[src/rtl/owire_pkg.sv]
package owire_pkg;
  localparam int unsigned DATA_BITS  = 8;
  localparam int unsigned FRAME_BITS = DATA_BITS + 4;
  localparam int unsigned IDX_W      = $clog2(FRAME_BITS);
  localparam int unsigned RX_KEEP    = FRAME_BITS - 1;

  // even-parity bit over one data byte
  function automatic logic even_par(input logic [DATA_BITS-1:0] d);
    return ^d;
  endfunction
endpackage

[src/rtl/owire_sync.sv]
module owire_sync #(
  parameter int unsigned STAGES = 2
) (
  input  logic clk,
  input  logic rst_n,
  input  logic din,
  output logic dout
);
  logic [STAGES-1:0] pipe;

  generate
    if (STAGES == 1) begin : g_one
      always_ff @(posedge clk or negedge rst_n) begin
        if (!rst_n) pipe <= 1'b1;
        else        pipe <= din;
      end
    end else begin : g_many
      always_ff @(posedge clk or negedge rst_n) begin
        if (!rst_n) pipe <= '1;
        else        pipe <= {pipe[STAGES-2:0], din};
      end
    end
  endgenerate

  assign dout = pipe[STAGES-1];
endmodule

[src/rtl/owire_tx.sv]
module owire_tx
  import owire_pkg::*;
#(
  parameter int unsigned PER_W = 16
) (
  input  logic                 clk,
  input  logic                 rst_n,
  input  logic [PER_W-1:0]     bit_period,
  input  logic [DATA_BITS-1:0] data,
  input  logic                 start,
  output logic                 busy,
  output logic                 drive_low
);
  logic [FRAME_BITS-1:0] shift;
  logic [PER_W-1:0]      per_q;
  logic [PER_W-1:0]      cnt;
  logic [IDX_W-1:0]      idx;
  logic                  last_tick;

  assign last_tick = busy && (cnt == '0) && (idx == IDX_W'(FRAME_BITS-1));

  always_ff @(posedge clk or negedge rst_n) begin
    if (!rst_n) begin
      busy  <= 1'b0;
      shift <= '1;
      per_q <= '0;
      cnt   <= '0;
      idx   <= '0;
    end else if (!busy) begin
      if (start) begin
        busy  <= 1'b1;
        shift <= {2'b11, even_par(data), data, 1'b0};
        per_q <= bit_period;
        cnt   <= bit_period - 1'b1;
        idx   <= '0;
      end
    end else if (cnt == '0) begin
      if (idx == IDX_W'(FRAME_BITS-1)) begin
        busy  <= 1'b0;
        shift <= '1;
      end else begin
        shift <= {1'b1, shift[FRAME_BITS-1:1]};
        idx   <= idx + 1'b1;
        cnt   <= per_q - 1'b1;
      end
    end else begin
      cnt <= cnt - 1'b1;
    end
  end

  assign drive_low = busy & ~shift[0];

  // a frame opens with the wire pulled low
  assert_start_low_R1: assert property (@(posedge clk) disable iff (!rst_n)
    (!busy && start) |=> drive_low);
  // last bit time of a frame is a released stop bit
  assert_stop_high_R1: assert property (@(posedge clk) disable iff (!rst_n)
    last_tick |-> !drive_low);
  // captured period holds for the whole frame
  assert_period_held_R10: assert property (@(posedge clk) disable iff (!rst_n)
    (busy && !last_tick) |=> $stable(per_q));
endmodule

[src/rtl/owire_rx.sv]
module owire_rx
  import owire_pkg::*;
#(
  parameter int unsigned PER_W = 16
) (
  input  logic                 clk,
  input  logic                 rst_n,
  input  logic [PER_W-1:0]     bit_period,
  input  logic                 line,
  input  logic                 enable,
  output logic                 busy,
  output logic [DATA_BITS-1:0] data_o,
  output logic                 valid,
  output logic                 par_err,
  output logic                 frm_err
);
  logic                 prev;
  logic [PER_W-1:0]     per_q;
  logic [PER_W-1:0]     cnt;
  logic [IDX_W-1:0]     idx;
  logic [RX_KEEP-2:0]   sh;
  logic [RX_KEEP-1:0]   full;

  // current sample joined with the ones already collected
  assign full = {line, sh};

  always_ff @(posedge clk or negedge rst_n) begin
    if (!rst_n) begin
      prev    <= 1'b1;
      busy    <= 1'b0;
      per_q   <= '0;
      cnt     <= '0;
      idx     <= '0;
      sh      <= '0;
      data_o  <= '0;
      valid   <= 1'b0;
      par_err <= 1'b0;
      frm_err <= 1'b0;
    end else begin
      prev  <= line;
      valid <= 1'b0;
      if (!busy) begin
        if (enable && prev && !line) begin
          busy  <= 1'b1;
          per_q <= bit_period;
          cnt   <= (bit_period >> 1) - 1'b1;
          idx   <= '0;
        end
      end else if (cnt != '0) begin
        cnt <= cnt - 1'b1;
      end else begin
        cnt <= per_q - 1'b1;
        if (idx == '0) begin
          if (line) busy <= 1'b0;
          idx <= idx + 1'b1;
        end else begin
          sh <= full[RX_KEEP-1:1];
          if (idx == IDX_W'(FRAME_BITS-1)) begin
            busy    <= 1'b0;
            valid   <= 1'b1;
            data_o  <= full[DATA_BITS-1:0];
            par_err <= ^full[DATA_BITS:0];
            frm_err <= !(full[DATA_BITS+1] && full[DATA_BITS+2]);
          end else begin
            idx <= idx + 1'b1;
          end
        end
      end
    end
  end

  // a received byte is announced for exactly one clock
  assert_valid_pulse_R6: assert property (@(posedge clk) disable iff (!rst_n)
    valid |=> !valid);
  // the strobe follows the end of a reception
  assert_valid_after_busy_R6: assert property (@(posedge clk) disable iff (!rst_n)
    $rose(valid) |-> !busy);
endmodule

[src/rtl/owire_xcvr.sv]
module owire_xcvr
  import owire_pkg::*;
#(
  parameter int unsigned PER_W       = 16,
  parameter int unsigned SYNC_STAGES = 2
) (
  input  logic                 clk,
  input  logic                 rst_n,
  input  logic [PER_W-1:0]     bit_period,
  input  logic [DATA_BITS-1:0] tx_data,
  input  logic                 tx_valid,
  output logic                 tx_ready,
  output logic [DATA_BITS-1:0] rx_data,
  output logic                 rx_valid,
  output logic                 rx_parity_err,
  output logic                 rx_frame_err,
  input  logic                 line_in,
  output logic                 line_pull_low
);
  logic line_s;
  logic tx_busy;
  logic rx_busy;
  logic tx_fire;
  logic rx_en;

  assign tx_ready = !tx_busy && !rx_busy;
  assign tx_fire  = tx_valid && tx_ready;
  assign rx_en    = !tx_busy && !tx_fire;

  owire_sync #(.STAGES(SYNC_STAGES)) sync_i (
    .clk  (clk),
    .rst_n(rst_n),
    .din  (line_in),
    .dout (line_s)
  );

  owire_tx #(.PER_W(PER_W)) tx_i (
    .clk       (clk),
    .rst_n     (rst_n),
    .bit_period(bit_period),
    .data      (tx_data),
    .start     (tx_fire),
    .busy      (tx_busy),
    .drive_low (line_pull_low)
  );

  owire_rx #(.PER_W(PER_W)) rx_i (
    .clk       (clk),
    .rst_n     (rst_n),
    .bit_period(bit_period),
    .line      (line_s),
    .enable    (rx_en),
    .busy      (rx_busy),
    .data_o    (rx_data),
    .valid     (rx_valid),
    .par_err   (rx_parity_err),
    .frm_err   (rx_frame_err)
  );

  // no drive while a far-end frame is being received
  assert_quiet_during_rx_R5: assert property (@(posedge clk) disable iff (!rst_n)
    rx_busy |-> !line_pull_low);
  // receiver stays idle through the block's own frame
  assert_no_self_capture_R9: assert property (@(posedge clk) disable iff (!rst_n)
    tx_busy |-> !rx_busy);
endmodule

[config.mk]
export PLATFORM = sky130hd
export DESIGN_NAME = owire_xcvr
export DESIGN_NICKNAME = d
export VERILOG_FILES = /design/src/rtl/owire_pkg.sv /design/src/rtl/owire_sync.sv /design/src/rtl/owire_tx.sv /design/src/rtl/owire_rx.sv /design/src/rtl/owire_xcvr.sv
export SDC_FILE = /design/constraint.sdc
export NUM_CORES = 1
export LEC_CHECK = 0
export ABC_AREA = 1
export BUFFER_PORTS_ARGS = -buffer_cell sky130_fd_sc_hd__buf_2
export CAP_MARGIN = 15
export CORE_ASPECT_RATIO = 1.25
export CORE_UTILIZATION = 60
export DETAILED_ROUTE_END_ITERATION = 12
export PLACE_DENSITY_LB_ADDON = 0.25
export SLEW_MARGIN = 10
export SYNTH_ARGS = -nofsm -noshare
export SYNTH_HDL_FRONTEND = slang
export SYNTH_SLANG_ARGS = --single-unit
[constraint.sdc]
create_clock -name clk -period 4.69 [get_ports clk]
set_clock_uncertainty 0.1 [all_clocks]
set_input_delay 0.938 -clock clk [delete_from_list [all_inputs] [get_ports clk]]
set_output_delay 0.938 -clock clk [all_outputs]
set_load 0.03 [all_outputs]
==> flow_summary.yaml, run 1 <==
run_status:
  status: "finished clean"
min_path:
  holdPathEnd: "sync_i.pipe[1]"
  min-delay-start: "sync_i.pipe[0]"
  whs_path_depth: 0
  hold_class: "flop to flop"
logic_synthesis:
  syn_area_per_cell_sq_um: 7.551
  synthTopCellsByArea: "dfrtp_1 39%, nand2_1 14%, nor2_1 5.7%"
  synth-edff-count: 0
  netlist_instances: 809
  ys_warn_count: 0
  yosysTopAreaCell: "dfrtp_1"
  synth_ff_type: "dfrtp_1"
  ys_ff_latch: 108
  synth_top_cell_area_share: 0.3892
  synthArstFlopShare: 1.000
  yosysUniqueCellTypes: 35
  syn_area_sq_um: 6108
  synth_nets: 842
  synthTopCellsByCount: "222 x nand2_1, 95 x dfrtp_1, 92 x nor2_1, 73 x inv_1, 65 x o21ai_0"
  ys_seq_area_frac: 0.4451
  synth.most_common_cell: "nand2_1"
clock_network:
  cts_hold_buffers: 0
  cts_sinks: 108
  cts_inserted_buffers: 9
  clkTransAtPathRegs_ns: 0.08
  post_cts_buffers: 0
  ctsResizeCount: 0
  cts_buffer_depth: 2
  htreeDepth: 3
  clk_latency_ns: 0.35
  cts_tree: "done"
  cts_root_buf: "clkbuf_16"
critical_path:
  cpMaxStageDelayCell: "nand3_1"
  critical-path-max-stage-delay_ns: 0.75
  reg2reg_setup_slack_ns: 1.69
  crit_chain: "buf_4 > nor2_4 > nand2_2 > inv_1 > nor2_2 > nand3_1 > o21ai_0"
  critPathArrivalTime_ns: 3.14
  cp.required_ns: 4.83
  r2r_end: "rx_i.per_q[6]"
  r2r-start: "tx_i.busy"
  critPathKind: "flop to flop"
  crit_path_start_kind: "flop"
  end_kind: "flop"
  reg2regPathDepth: 7
  cp_max_fo: 36
power_and_ir_drop:
  p_leak_uw: 0.003242
  ir_drop_mv: 0.2069
  power_density_nw_per_um2: 330.3
timing:
  fin_tns_setup_ns: 0
  setup_slack_ns: 1.690
  finalHoldViolCount: 0
  setup_viol: 0
  holdWs_ns: 0.2601
  drv_slew: 0
  relSlewSlack: 0.3114
  period_needed_ns: 3.000
  rsz0062_at_grt: "false"
  fmax_mhz: 333.4
  worst_slew_pin_slew_ns: 1.030
  fin_crit_sh: 0.6396
floorplanning:
  die_height_um: 114.8
  initial_utilization: 0.6259
  rows: 40
  die_x_um: 92.25
  die-area_sq_um: 10590
  io_pins: 41
  core_sq_um: 9759
route:
  routed_wl_mm: 13.57
  drt_iter0_drc: 351
  vias: 5344
  ant_nets: 0
  remaining_drc_errors: 0
  via_per_inst: 5.532
  wl_per_cell_um: 14.05
  dr.pass1.iters: 5
cells_and_area:
  antenna_cells: 0
  syn_to_final_growth_pct: 8.214
  fin_util: 0.6773
  final_nets: 868
  layout-drive-gt1-share: 0.1726
placement:
  post-place-ws_ns: 1.430
  place_congestion: 0.9256
  dp_hpwl_mm: 9.890
  portBuffers: 40
global_route:
  grt_overflow: 0
  grt_pass1_wl_mm: 23.17
  grt_pass1_vias: 5226
  antenna_found_initial: 0
  grt_use_total: 0.2762
  grt_max_degree: 76
job:
  maxCapViolations: 0
==> worst max-delay path, delay by kind of cell, from the launching register on <==
family / cells / cell delay, ns
AND/OR/NAND/NOR: 4 / 1.46
buffers and inverters: 2 / 0.50
AO/OA/AOI/OAI: 1 / 0.46
flip-flops: 1 / 0.32
==> power breakdown <==
| part | switching [uW] | internal [uW] |
|---|---|---|
| Combinational | 253 | 136 |
| Sequential | 47.6 | 980 |
| Clock | 387 | 379 |
==> state kept, by name (all words and copies together) (netlist names), 2 cells and up <==
name,cells
rx_i.sh,10
rx_i.data_o,8
rx_i.per_q,16
tx_i.idx,4
rx_i.idx,4
tx_i.shift,10
tx_i.cnt,16
rx_i.cnt,16
tx_i.per_q,16
sync_i.pipe,2
==> final cells by class <==
class                   count  area, sq um
clock inverters             7        77.57
multi-input cells         587         2883
clock buffers               9        225.2
fillers                   850         3149
flip-flops and latches    108         2719
well taps                 126        157.7
inverters                  86        322.8
repair buffers             43        225.2
==> how the worst max path moves through the flow <==
stage | from | endpoint | cells past startpoint
after floorplan | bit_period[0] | tx_i.cnt[14] | 11
after global placement | tx_valid | rx_i.idx[1] | 7
after detailed placement | tx_valid | rx_i.per_q[6] | 6
after CTS | tx_i.busy | rx_i.per_q[6] | 7
after global routing | tx_i.busy | rx_i.idx[0] | 8
final | tx_i.busy | rx_i.per_q[6] | 7
==> logic make-up (layout without fill, tap and decap cells) <==
logic type,count (synthesis),count (layout),synth area share
AND/OR/NAND/NOR,442,442,0.3234
AO/OA/AOI/OAI,120,120,0.1096
buffers and inverters,114,145,0.08296
XOR/XNOR,20,20,0.02868
flip-flops,108,108,0.4451
adder cells (fa/ha/maj),5,5,0.01024
==> stage by stage <==
stage          power, uW  cell area (sq um)  std cells
3_5_place_dp        1432               6307        950
2_1_floorplan       1320               6108        809
5_1_grt             2282               6610        966
3_3_place_gp        1418               6307        950
4_1_cts             2193               6610        966
6_report            2183               6610        966
==> cell usage in the layout, fill, tap and decap left out, types with 13 or more instances in the layout <==
master   count
buf_2       39
inv_2       13
nor2_1      92
dfrtp_1     95
dfstp_2     13
nand3_1     53
nand2_2     26
o21ai_0     65
a21oi_1     15
inv_1       73
nand2_1    222
nor2_2      13
o21ai_1     14
==> routing by layer <==
| metal | global-route usage | share of wire | routed length [um] |
|---|---|---|---|
| met4 | 0.1406 | 0.036 | 489 |
| met1 | 0.3391 | 0.43 | 5813 |
| met2 | 0.4826 | 0.50 | 6805 |
| met5 | 0 | 0 | 0 |
| met3 | 0.03175 | 0.034 | 464 |
No activity file was read; power rests on OpenSTA's default activity.
==> run 2, diff against run 1 <==
Settings changed: ABC_AREA 1 to 0, CORE_UTILIZATION 60 to 55.
Clock period 4.69 ns to 2.6 ns, I/O delays scaled along.
==> flow_summary.yaml, run 2 <==
run_status:
  status: "finished, violations left"
  violations: "setup timing"
cells_and_area:
  syn_to_final_growth_pct: 21.41
  layout_commonest_cell: "nand2_1"
  final_nets: 752
  fillers: 756
  antenna_cells: 0
  stdcell_area_sq_um: 6925
  seqCellArea_sq_um: 2723
  layout.cells.most_common_list: "160 x nand2_1, 92 x dfrtp_1, 66 x buf_4"
  layout-drive-gt1-share: 0.2680
  multi_input_area_sq_um: 2945
logic_synthesis:
  ys_ff_latch: 108
  ys_warn_count: 0
  synth_ff_type: "dfrtp_1"
  syn_area_per_cell_sq_um: 9.054
  synth_fa_ha_area_frac: 0.01097
  synthTopCellsByCount: "160 x nand2_1, 95 x dfrtp_1, 44 x nor2_1, 38 x o21ai_0, 33 x a21oi_1"
  synth_top_family_by_area: "simple AND/OR/NAND/NOR gates"
  ys_seq_area_frac: 0.4766
  synthXorXnorAreaFrac: 0.05835
  synth-edff-count: 0
  yosysTopAreaCell: "dfrtp_1"
  synthArstFlopShare: 1.000
  synth.mux.area_fraction: 0.07918
  synthTopCellsByArea: "dfrtp_1 42%, nand2_1 11%, dfstp_2 6.0%"
  syn_area_sq_um: 5704
  synth_top_cell_area_share: 0.4168
  synth_simple_gate_area_frac: 0.2062
  netlist_instances: 630
  synth_nets: 663
  synth.most_common_cell: "nand2_1"
  synth_compound_area_frac: 0.1375
  yosysUniqueCellTypes: 60
global_route:
  grt_pass1_wl_mm: 23.18
  antenna_found_initial: 0
  grt_use_total: 0.2751
  grt_overflow: 0
  grt_max_degree: 40
  grt_pass1_vias: 4921
floorplanning:
  die_height_um: 115.9
  io_pins: 41
  die_x_um: 93.09
  initial_utilization: 0.5644
  die-area_sq_um: 10790
  rows: 41
  core_sq_um: 10110
critical_path:
  critical-path-max-stage-delay_ns: 0.45
  path_buf_inv: 0
  end_kind: "flop"
  critPathKind: "flop to flop"
  cpMaxStageDelayCell: "or4_4"
  critPathArrivalTime_ns: 2.77
  path_delay_family: "simple AND/OR/NAND/NOR gates"
  cp_max_fo: 3
  r2r-start: "tx_i.cnt[4]"
  crit_chain: "nor4_2 > and4_4 > a21oi_2 > nand2_1 > o21ai_2 > ha_2 > and3_4 > o21ai_2 > or4_4 > or3b_4 > xnor2_2 > o21ai_1"
  r2r_end: "tx_i.cnt[14]"
  crit_path_start_kind: "flop"
  reg2regPathDepth: 12
  cp.required_ns: 2.75
  reg2reg_setup_slack_ns: -0.03
  path_common_cell: "o21ai_2"
clock_network:
  htreeDepth: 3
  clkTransAtPathRegs_ns: 0.08
  cts_inserted_buffers: 9
  clk_latency_ns: 0.36
  cts_buffer_depth: 2
  cts_root_buf: "clkbuf_16"
  cts_tree: "done"
  cts_sinks: 108
timing:
  finalHoldViolCount: 0
  fmax_mhz: 380.6
  rsz0062_at_grt: "true"
  drv_slew: 0
  period_needed_ns: 2.628
  setup_slack_ns: -0.02778
  worst_slew_pin_slew_ns: 0.7970
  setup_viol: 1
  relSlewSlack: 0.4667
  fin_tns_setup_ns: -0.02778
  fin_crit_sh: 1.011
min_path:
  hold_class: "input pin to async pin"
route:
  remaining_drc_errors: 0
  ant_nets: 0
  drt_iter0_drc: 270
  dr.pass1.iters: 6
  vias: 4971
  via_per_inst: 5.828
  wl_per_cell_um: 16.67
  routed_wl_mm: 14.22
placement:
  portBuffers: 40
  place_congestion: 0.9127
  dpl_cell_area_sq_um: 6404
  dp_hpwl_mm: 10.05
  post-place-ws_ns: -0.1537
power_and_ir_drop:
  p_leak_uw: 0.003193
  ir_drop_mv: 0.3742
  power_density_nw_per_um2: 512.4
job:
  maxCapViolations: 0
-- run 2: cell count changes after synthesis, sizes merged, moves of 6 or more --
| cell | previous run | this run |
|---|---|---|
| a21oi | 17 | 33 |
| mux2i | 0 | 17 |
| clkbuf | 8 | 17 |
| nand2 | 252 | 160 |
| mux2 | 0 | 25 |
| nand3 | 58 | 8 |
| xnor2 | 10 | 25 |
| inv | 86 | 7 |
| o21ai | 81 | 57 |
| buf | 20 | 14 |
| nor2 | 111 | 44 |
| nor4 | 0 | 12 |
-- run 2: cell type report --
class,instances,share of cell area
multi-input combinational,484,0.4253
sequential,108,0.3931
timing repair buffer,109,0.1088
clock buffer,9,0.03252
tap,129,0.02331
clock inverter,7,0.01319
inverter,7,0.003794
-- run 2: cells by family (layout without fill, tap and decap cells) --
logic type / Yosys count / after routing
flip-flops: 108 / 108
XOR/XNOR: 38 / 38
buffers and inverters: 38 / 132
multiplexers: 42 / 42
AO/OA/AOI/OAI: 134 / 134
adder cells (fa/ha/maj): 5 / 5
AND/OR/NAND/NOR: 265 / 265
-- run 2: through the flow --
step | std cells | hold slack, ns | total power [uW] | utilization
floorplan | 630 | 0.1244 | 1937 | -
global placement | 827 | 0.2463 | 2123 | 0.6337
detailed placement | 827 | 0.2532 | 2134 | 0.6337
CTS | 848 | 0.006029 | 3553 | 0.6735
global route | 853 | 0.02466 | 3683 | 0.6853
finish | 853 | 0.002443 | 3549 | 0.6853
-- run 2: worst max-delay path by stage --
stage | from | endpoint | slack (ns) | cells past startpoint
2_1_floorplan | tx_i.busy | tx_i.cnt[14] | -0.40 | 14
3_3_place_gp | tx_i.cnt[12] | tx_i.cnt[14] | -0.09 | 12
3_5_place_dp | tx_i.cnt[2] | tx_i.cnt[14] | -0.15 | 12
4_1_cts | tx_i.busy | tx_i.cnt[14] | -0.01 | 7
5_1_grt | tx_i.cnt[4] | tx_i.cnt[14] | -0.18 | 12
6_report | tx_i.cnt[4] | tx_i.cnt[14] | -0.03 | 12
-- run 2: repair_timing --
item / 4_1_cts / 5_1_grt
hold buffers: 0 / 0
buffers inserted: 5 / 5
endpoints found under the setup margin: 4 / 18
pin swaps: 5 / 6
gates resized for setup: 9 / 15
-- run 2: report_power, final --
group	leakage, uW	internal [uW]	switching [uW]	total (uW)
clock network	0.000152	693	722	1410
registers	0.00135	1720	27.2	1750
logic	0.00169	190	198	388
-- run 2: metal layers --
metal	global-route usage	wire length [um]
met1	0.3370	5910
met2	0.4784	7367
met3	0.04134	568
met5	0	0
met4	0.1272	376
